## src/rtl/refresh_pkg.sv

```systemverilog
package refresh_pkg;
    typedef enum logic [1:0] {
        ST_IDLE   = 2'd0,
        ST_PEND   = 2'd1,
        ST_URGENT = 2'd2
    } rfsh_state_e;

    localparam int unsigned DEF_INTERVAL   = 1560;
    localparam int unsigned DEF_ROW_W      = 10;
    localparam int unsigned DEF_PEND_MAX   = 8;
    localparam int unsigned DEF_URGENT_LVL = 4;
endpackage

```

## src/rtl/rfsh_interval_timer.sv

```systemverilog
module rfsh_interval_timer #(
    parameter int unsigned INTERVAL = 1560
) (
    input  logic clk_i,
    input  logic rst_i,
    output logic due_o
);
    localparam int unsigned CNT_W = (INTERVAL > 1) ? $clog2(INTERVAL) : 1;
    localparam logic [CNT_W-1:0] RELOAD = CNT_W'(INTERVAL - 1);

    generate
        if (INTERVAL > 1) begin : g_count
            logic [CNT_W-1:0] cnt_q;

            always_ff @(posedge clk_i) begin
                if (rst_i)
                    cnt_q <= RELOAD;
                else if (cnt_q == '0)
                    cnt_q <= RELOAD;
                else
                    cnt_q <= cnt_q - 1'b1;
            end

            assign due_o = (cnt_q == '0);

            // A pulse never lasts more than one cycle
            AST_DUE_SINGLE: assert property (@(posedge clk_i) disable iff (rst_i)
                due_o |=> !due_o);
        end else begin : g_every
            logic run_q;
            always_ff @(posedge clk_i) begin
                if (rst_i) run_q <= 1'b0;
                else       run_q <= 1'b1;
            end
            assign due_o = run_q;
        end
    endgenerate
endmodule

```

## src/rtl/rfsh_backlog.sv

```systemverilog
module rfsh_backlog
    import refresh_pkg::*;
#(
    parameter int unsigned PEND_MAX   = 8,
    parameter int unsigned URGENT_LVL = 4,
    parameter int unsigned PEND_W     = $clog2(PEND_MAX + 1)
) (
    input  logic              clk_i,
    input  logic              rst_i,
    input  logic              due_i,
    input  logic              ack_i,
    output logic              req_o,
    output logic              urgent_o,
    output logic [PEND_W-1:0] pending_o
);
    localparam logic [PEND_W-1:0] FULL = PEND_W'(PEND_MAX);
    localparam logic [PEND_W-1:0] URG  = PEND_W'(URGENT_LVL);

    rfsh_state_e       state_q, state_d;
    logic [PEND_W-1:0] pend_q, pend_d;
    logic              ack_ok;

    assign ack_ok = ack_i && req_o;

    always_comb begin
        pend_d = pend_q;
        if (due_i && !ack_ok && pend_q != FULL)
            pend_d = pend_q + 1'b1;
        else if (ack_ok && !due_i)
            pend_d = pend_q - 1'b1;
    end

    always_comb begin
        state_d = state_q;
        unique case (state_q)
            ST_IDLE:   if (pend_d != '0) state_d = ST_PEND;
            ST_PEND: begin
                if (pend_d == '0)       state_d = ST_IDLE;
                else if (pend_d >= URG) state_d = ST_URGENT;
            end
            ST_URGENT: if (pend_d < URG) state_d = ST_PEND;
            default:   state_d = ST_IDLE;
        endcase
    end

    // state register
    always_ff @(posedge clk_i) begin
        if (rst_i) begin
            state_q <= ST_IDLE;
            pend_q  <= '0;
        end else begin
            state_q <= state_d;
            pend_q  <= pend_d;
        end
    end

    // outputs
    always_comb begin
        req_o    = 1'b0;
        urgent_o = 1'b0;
        unique case (state_q)
            ST_IDLE:   ;
            ST_PEND:   req_o = 1'b1;
            ST_URGENT: begin
                req_o    = 1'b1;
                urgent_o = 1'b1;
            end
            default:   ;
        endcase
    end

    assign pending_o = pend_q;

    AST_NO_OVERFLOW: assert property (@(posedge clk_i) disable iff (rst_i)
        pend_q <= FULL);
    AST_SAT_HOLD: assert property (@(posedge clk_i) disable iff (rst_i)
        (pend_q == FULL && due_i && !ack_ok) |=> pend_q == FULL);
    AST_ACK_DEC: assert property (@(posedge clk_i) disable iff (rst_i)
        (ack_ok && !due_i) |=> pend_q == $past(pend_q) - 1'b1);
    AST_REQ_MATCH: assert property (@(posedge clk_i) disable iff (rst_i)
        req_o == (pend_q != '0));
    AST_URG_MATCH: assert property (@(posedge clk_i) disable iff (rst_i)
        urgent_o == (pend_q >= URG));
    AST_NO_SKIP_URGENT: assert property (@(posedge clk_i) disable iff (rst_i)
        (state_q == ST_IDLE) |=> state_q != ST_URGENT);
endmodule

```

## src/rtl/rfsh_row_counter.sv

```systemverilog
module rfsh_row_counter #(
    parameter int unsigned ROW_W = 10
) (
    input  logic             clk_i,
    input  logic             rst_i,
    input  logic             step_i,
    input  logic             hold_i,
    output logic [ROW_W-1:0] row_o
);
    logic [ROW_W-1:0] row_q;

    always_ff @(posedge clk_i) begin
        if (rst_i)
            row_q <= '0;
        else if (step_i && !hold_i)
            row_q <= row_q + 1'b1;
    end

    assign row_o = row_q;

    AST_ROW_STEP: assert property (@(posedge clk_i) disable iff (rst_i)
        (step_i && !hold_i) |=> row_q == ROW_W'($past(row_q) + 1'b1));
    AST_ROW_HOLD_CBR: assert property (@(posedge clk_i) disable iff (rst_i)
        hold_i |=> $stable(row_q));
endmodule

```

## src/rtl/dram_refresh_sched.sv

```systemverilog
module dram_refresh_sched
    import refresh_pkg::*;
#(
    parameter int unsigned INTERVAL   = DEF_INTERVAL,
    parameter int unsigned ROW_W      = DEF_ROW_W,
    parameter int unsigned PEND_MAX   = DEF_PEND_MAX,
    parameter int unsigned URGENT_LVL = DEF_URGENT_LVL,
    parameter int unsigned PEND_W     = $clog2(PEND_MAX + 1)
) (
    input  logic              clk_i,
    input  logic              rst_i,
    input  logic              cbr_mode_i,
    input  logic              ack_i,
    output logic              req_o,
    output logic              urgent_o,
    output logic              due_o,
    output logic [PEND_W-1:0] pending_o,
    output logic [ROW_W-1:0]  row_o
);
    logic             due;
    logic             req;
    logic [ROW_W-1:0] row_cnt;

    rfsh_interval_timer #(.INTERVAL(INTERVAL)) u_timer (
        .clk_i (clk_i),
        .rst_i (rst_i),
        .due_o (due)
    );

    rfsh_backlog #(
        .PEND_MAX  (PEND_MAX),
        .URGENT_LVL(URGENT_LVL),
        .PEND_W    (PEND_W)
    ) u_backlog (
        .clk_i    (clk_i),
        .rst_i    (rst_i),
        .due_i    (due),
        .ack_i    (ack_i),
        .req_o    (req),
        .urgent_o (urgent_o),
        .pending_o(pending_o)
    );

    rfsh_row_counter #(.ROW_W(ROW_W)) u_row (
        .clk_i (clk_i),
        .rst_i (rst_i),
        .step_i(ack_i && req),
        .hold_i(cbr_mode_i),
        .row_o (row_cnt)
    );

    assign req_o = req;
    assign due_o = due;
    assign row_o = cbr_mode_i ? '0 : row_cnt;

    AST_URGENT_NEEDS_REQ: assert property (@(posedge clk_i) disable iff (rst_i)
        urgent_o |-> req_o);
    AST_IDLE_ACK_NOOP: assert property (@(posedge clk_i) disable iff (rst_i)
        (!req_o && !due_o) |=> pending_o == '0);
endmodule

```

## config.mk

```make
export PLATFORM = sky130hd
export DESIGN_NAME = dram_refresh_sched
export DESIGN_NICKNAME = d
export VERILOG_FILES = /design/src/rtl/refresh_pkg.sv /design/src/rtl/rfsh_interval_timer.sv /design/src/rtl/rfsh_backlog.sv /design/src/rtl/rfsh_row_counter.sv /design/src/rtl/dram_refresh_sched.sv
export SDC_FILE = /design/constraint.sdc
export NUM_CORES = 1
export LEC_CHECK = 0
export BUFFER_PORTS_ARGS = -buffer_cell sky130_fd_sc_hd__buf_2
export CORE_AREA = 2 2 56 58
export CTS_BUF_LIST = sky130_fd_sc_hd__clkbuf_8 sky130_fd_sc_hd__clkbuf_16
export DETAILED_ROUTE_END_ITERATION = 6
export DIE_AREA = 0 0 58 60
export GPL_ROUTABILITY_DRIVEN = 0
export GPL_TIMING_DRIVEN = 1
export HOLD_SLACK_MARGIN = 0.03
export PLACE_DENSITY = 0.84
export SYNTH_ARGS = -nofsm -noshare
export SYNTH_HDL_FRONTEND = slang
export SYNTH_SLANG_ARGS = --single-unit
```

## constraint.sdc

```tcl
create_clock -name clk_i -period 2.9 [get_ports clk_i]
set_clock_uncertainty 0.2 [all_clocks]
set_input_delay 0.29 -clock clk_i [delete_from_list [all_inputs] [get_ports clk_i]]
set_output_delay 0.29 -clock clk_i [all_outputs]
set_load 0.05 [all_outputs]
```

# Word-level counts from Yosys, hierarchy flattened
# Cells that the tools add are included.
dict set report word_totals {
  reg_bits 27
  input_bits 4
  output_inout_bits 17
  wordCells 41
}
dict set report op_classes {
  add_sub_neg 4
  magnitude_cmp 2
  eq_ne 6
  mux 10
  reduce_logical 15
}
# operator n
set ops {}
lappend ops {{$logic_not A11 Y1} 1}
lappend ops {{$sub A11 B1 Y11 const B} 1}
lappend ops {{$add A10 B1 Y10 const B} 1}
lappend ops {{$mux W10} 1}
lappend ops {{$mux W2} 4}
lappend ops {{$mux W4} 2}
lappend ops {{$pmux W2 S3} 1}
lappend ops {{$logic_and A1 B1 Y1} 5}
lappend ops {{$add A4 B1 Y4 const B} 1}
lappend ops {{$ge A4 B3 Y1 const B} 1}
lappend ops {{$logic_not A4 Y1} 1}
lappend ops {{$lt A4 B3 Y1 const B} 1}
lappend ops {{$ne A2 B1 Y1 const B} 2}
lappend ops {{$ne A4 B4 Y1 const B} 1}
lappend ops {{$reduce_bool A4 Y1} 1}
lappend ops {{$reduce_or A2 Y1} 2}
lappend ops {{$sub A4 B1 Y4 const B} 1}
lappend ops {{$logic_not A1 Y1} 3}
lappend ops {{$ne A3 B1 Y1 const B} 1}
lappend ops {{$reduce_and A3 Y1} 1}
lappend ops {{$eq A2 B1 Y1 const B} 1}
lappend ops {{$eq A2 B2 Y1 const B} 1}
lappend ops {{$logic_not A2 Y1} 1}
lappend ops {{$mux W1} 2}

# Depth between registers and ports, before layout
dict set report depth {
  ltp_word 12
  ltp_mapped 10
  mapped_depth_nobuf 10
}

# Modules after synthesis
# Synthesis repeated with hierarchy kept, for this count alone.
dict set report unflattened {
  hier_cells 172
  hier_area_um2 1562.7
}
# mod n_inst cells_per_inst area_each_um2 seq_area_each_um2
set by_module_without_submodules {}
lappend by_module_without_submodules {rfsh_interval_timer 1 59 529.3 220.2}
lappend by_module_without_submodules {rfsh_backlog 1 51 499.2 120.1}
lappend by_module_without_submodules {rfsh_row_counter 1 51 465.4 200.2}
lappend by_module_without_submodules {dram_refresh_sched 1 11 68.8 0.0}

# Worst setup path before layout
# No wires, ideal clock.
dict set report synth_timing {
  path_kind {reg2reg}
  startpoint {register u_backlog.state_q[0]}
  endpoint {register u_backlog.state_q[1]}
  setup_time_ns 0.119
  arrival_ns 2.542
  t_required_ns 2.581
  setup_slack_ns 0.040
  stages_incl_launch_ff 10
  path_buffers 0
  synth_period_minus_slack_ns 2.860
  path_cell_list {dfxtp_1 -> inv_1 -> ha_1 -> and2_1 -> o31ai_4 -> nor4_1 -> o21a_1 -> o21a_4 -> mux2_4 -> o221a_1}
}
dict set report synth_via {
  elab_chain_len 11
  elab_cells_between_ends 22
  classes_between {order compare: 2; eq/ne: 5; mux: 5; reduce/logical: 10}
}
# item line_no
set synth_lines {}
lappend synth_lines {{start: declaration} rfsh_backlog.sv:19} ;# rfsh_state_e state_q, state_d;
lappend synth_lines {{start signal: assignment} rfsh_backlog.sv:52} ;# state_q <= state_d;
lappend synth_lines {{$eq A2 B1 Y1 or $eq A2 B2 Y1 (tied branches)} rfsh_backlog.sv:61} ;# unique case (state_q)
lappend synth_lines {{$reduce_or A2 Y1 (no line) *} --}
lappend synth_lines {{$mux W1 *} rfsh_backlog.sv:61}
lappend synth_lines {{via req_o} dram_refresh_sched.sv:14} ;# output logic req_o,
lappend synth_lines {{$logic_and A1 B1 Y1 *} rfsh_backlog.sv:23} ;# assign ack_ok = ack_i && req_o;
lappend synth_lines {{$logic_not A1 Y1} rfsh_backlog.sv:27} ;# if (due_i && !ack_ok && pend_q != FULL)
lappend synth_lines {{$logic_and A1 B1 Y1 (2 in series)} rfsh_backlog.sv:27}
lappend synth_lines {{$mux W4 *} rfsh_backlog.sv:27}
lappend synth_lines {{$ge A4 B3 Y1 (tied with other cells)} rfsh_backlog.sv:39} ;# else if (pend_d >= URG) state_d = ST_URGENT;
lappend synth_lines {{$ne A3 B1 Y1 (no line) (tied with other cells)} --}
lappend synth_lines {{$reduce_and A3 Y1 (no line) or $pmux W2 S3 (tied branches)} --}
# The timed path passes the listed nets; every way through them passes the cells marked *.
# A chain may end at the register's enable or synchronous reset.

# Worst setup path in the final report
dict set report layout_timing {
  startpoint {register u_timer.g_count.cnt_q[0]}
  endpoint {register u_backlog.state_q[1]}
}
dict set report layout_via {
  elab_chain_len 8
  elab_cells_between_ends 17
  classes_between {order compare: 2; eq/ne: 3; mux: 4; reduce/logical: 8}
}
# item line_no
set layout_lines {}
lappend layout_lines {{start: declaration} rfsh_interval_timer.sv:13} ;# logic [CNT_W-1:0] cnt_q;
lappend layout_lines {{start signal: assignment} rfsh_interval_timer.sv:21} ;# cnt_q <= cnt_q - 1'b1;
lappend layout_lines {{$logic_not A11 Y1 *} rfsh_interval_timer.sv:24} ;# assign due_o = (cnt_q == '0);
lappend layout_lines {{$logic_not A1 Y1} rfsh_backlog.sv:29} ;# else if (ack_ok && !due_i)
lappend layout_lines {{$logic_and A1 B1 Y1} rfsh_backlog.sv:29}
lappend layout_lines {{$mux W4} rfsh_backlog.sv:29}
lappend layout_lines {{$mux W4 *} rfsh_backlog.sv:27}
lappend layout_lines {{$ge A4 B3 Y1 (tied with other cells)} rfsh_backlog.sv:39}
lappend layout_lines {{$ne A3 B1 Y1 (no line) (tied with other cells)} --}
lappend layout_lines {{$reduce_and A3 Y1 (no line) or $pmux W2 S3 (tied branches)} --}
# Every way passes the cells marked *; elsewhere a longest branch is shown, timed or not.

==> results.md <==
* Outcome: completed
* First drt pass iteration count at 4
* Largest net degree at the start of global routing at 19
* Initial core utilization at 52.59%
* Initial DRC count at 47
* Tcrit/Tclk final at a little over nine tenths
* CTS tree: built
* Layout cells sized above 1 at between 20 and 25%
* Worst path arrival time at about 2.7 ns
* Gr ovfl total at 0
* Routed length per instance at roughly 12 um
* IO buf count at 20
* Skew-Pair Late Insertion Delay at 0.27 ns
* Gr usage total at roughly 18%
* Mapped Cells at around 180
* Area grow syn2layout at 15.49%
* Antenna diodes at 0
* Tmin final at ~2.8 ns
* Worst path required time at roughly 2.9 ns
* Worst R2R Path Depth at 9
* Final wirelength at just under 3 mm
* Count of different cell masters after synthesis at 46
* Post-Syn Nets at between 150 and 200
* Actual slew at the worst max-slew pin at ~0.61 ns
* H-tree Lvls at 1
* Nets@finish at around 220
* Dpl cell area at between 1500 and 2000 um2
* CP startpoint kind: flip-flop
* Die ar. at ~3500 um2
* First-pass GRT wire length at between 4 and 5 mm
* Clock sink count at 27
* Dpl ws at 0.03793 ns
* Hold_buf cts at 0
* Fillers at between 200 and 300
* R2R Path End: u_backlog.state_q[1]$_SDFFE_PP0P_
* Crit end category: flip-flop
* Hold path cells at 2
* Via count at around 1,300
* Hold endpoint: u_backlog.pending_o[2]$_SDFF_PP0_
* Final-report hold violation count at 0
* Yosys Warn Count at 0
* RSZ-0062 raised after global routing: true
* I/O Pins at 21
* Worst Setup Slack, final at around 0.13 ns
* DRC Markers at 0
* F_max at 361.5 MHz
* Main synth FF type: dfxtp_1
* Max-slew headroom at approximately three fifths
* Number of synthesized flops with an enable pin at 0
* Maximum vdd drop at slightly above 0.0006 V
* Routed vias/inst at roughly 5.5
* Reg-to-reg slack, setup at between 0.1 and 0.15 ns
* Hold path startpoint: rst_i
* Slew Limit Fails at 0
* Worst Path Max Fanout at 4
* Chip Width at ~58 um
* CORE AREA at ~2900 um2
* Final setup fails at 0
* CTS buffer count at 3
* Chip Height at 60 um
* DRT antenna net count at 0
* Max-cap violation count at 0
* Post-synthesis sequential element count at 27
* Asr flop ratio synth at 0%
* Clock transition at path regs at 0.10 ns
* Standard-cell rows at 20
* Maximum root-to-sink buffer count at 2
* Register area share after synthesis at between 30% and 40%
* HPWL Detailed at around 2.2 mm
* Worst min-delay path class: in -> reg
* Cell area power density at roughly 760 nW/um2
* Vias in the first global route at around 1,100
* Leakage power at approximately 0.75 nW
* Fin area at between 1500 and 2000 um2
* Root buffer cell: clkbuf_8
* Avg Cell Area, Syn at 8.673 um2
* Post-Synthesis Cell Area at roughly 1500 um2
* RR Startpoint: u_timer.g_count.cnt_q[0]$_SDFF_PP1_
* Crit path kind: reg -> reg
* Initial antenna violation count at 0
worst max-delay path, cell delays in order, from the launching register on:
cell and delay, ns:
dfxtp_1 0.34, inv_1 0.08, ha_1 0.17, or4b_4 0.51, o31ai_4 0.24, nor4_1 0.11, o21a_1 0.25, o21a_4 0.25
mux2_4 0.29, o221a_1 0.23
Yosys cell counts, types with 2 or more instances:
library cell,number,area (um2)
inv_1,7,26.28
nor2_1,22,82.58
nor3b_1,2,15.01
o21ai_0,5,25.02
nand4_1,2,12.51
and2_1,2,12.51
a31oi_1,2,12.51
and3_1,4,25.02
nor4_1,3,18.77
nand3_1,8,40.04
xor2_1,10,87.58
nor3_1,2,10.01
ha_1,9,112.6
nand2_1,18,67.56
a21oi_1,5,25.02
xnor2_1,8,70.07
clkbuf_1,3,11.26
dfxtp_1,27,540.5
nor2b_1,10,62.56
placed cells by master, fill, tap and decap left out, types with 2 or more instances in the layout:
master     n
buf_4      6
nor3_1     2
xnor2_1    8
clkbuf_8   3
a31oi_1    2
nand3_1    8
nor3b_1    2
inv_1      7
nor4_1     2
nor2b_1   10
nor4_2     2
nor2_1    22
and3_1     4
nand4_1    2
o21ai_0    5
ha_1       9
a21oi_1    5
xor2_1    10
nand2_1   18
buf_2     20
dfxtp_1   27
and2_1     2
registers in the layout, indices dropped and copies added, names as in the netlist:
register / count
u_row.row_o: 10
u_backlog.pending_o: 4
u_timer.g_count.cnt_q: 11
u_backlog.state_q: 2
metal layers:
layer  GRT usage [%]  up-vias  share of wire [%]
met5               0        -                  0
li1                -      667                  -
met4           6.977        0                1.1
met3           2.165        2                3.2
met1           23.60      608                 50
met2           29.55       18                 46
logic make-up (layout without fill, tap and decap cells):
group	after synthesis	in the layout	share of synthesized area, %
buffers and inverters	10	37	2.459
and+or+nand+nor	85	85	29.92
muxes	2	2	1.639
AOI/OAI and AO/OA	25	25	12.87
xor gates and xnor gates	18	18	10.33
adders and majority gates	9	9	7.377
DFF	27	27	35.41
repair_timing:
item                       CTS  global route
setup buffers                0             1
gates resized for setup      0             2
setup endpoints to repair    0             2
worst max path at each step:
stage | start | to | slack [ns] | depth (start not counted)
2_1_floorplan | u_backlog.state_q[0]$_SDFFE_PP0P_ | u_backlog.state_q[1]$_SDFFE_PP0P_ | 0.04 | 9
3_3_place_gp | u_timer.g_count.cnt_q[0]$_SDFF_PP1_ | u_backlog.state_q[1]$_SDFFE_PP0P_ | 0.06 | 9
3_5_place_dp | u_timer.g_count.cnt_q[0]$_SDFF_PP1_ | u_backlog.state_q[1]$_SDFFE_PP0P_ | 0.04 | 9
4_1_cts | u_timer.g_count.cnt_q[0]$_SDFF_PP1_ | u_backlog.state_q[1]$_SDFFE_PP0P_ | 0.002 | 9
5_1_grt | u_backlog.state_q[0]$_SDFFE_PP0P_ | u_backlog.state_q[0]$_SDFFE_PP0P_ | -0.01 | 9
6_report | u_timer.g_count.cnt_q[0]$_SDFF_PP1_ | u_backlog.state_q[1]$_SDFFE_PP0P_ | 0.13 | 9
final cells by class:
class,count,area (um2),area share (%)
multi-input cells,139,960.9,54.51
well taps,33,41.29,2.342
flip-flops and latches,27,540.5,30.66
inverters,7,26.28,1.490
repair buffers,26,145.1,8.233
clock inverters,1,7.507,0.4258
clock buffers,3,41.29,2.342
stage by stage:
step | setup TNS (ns) | power, W | cells | util (%) | hold WS (ns)
global route | -0.01004 | 0.001427 | 236 | 60.73 | 0.1912
global placement | 0 | 0.001110 | 231 | 58.36 | 0.1902
CTS | 0 | 0.001338 | 235 | 60.04 | 0.1775
finish | 0 | 0.001346 | 236 | 60.73 | 0.1831
detailed placement | 0 | 0.001116 | 231 | 58.36 | 0.1999
floorplan | 0 | 0.0009794 | 176 | - | 0.1789
report_power, final:
group	total, W	switching, W	internal [W]
clock network	0.000222	0.000124	0.0000975
registers	0.000456	0.0000446	0.000411
logic	0.000668	0.000398	0.000270
(Power assumes the default switching activity.)
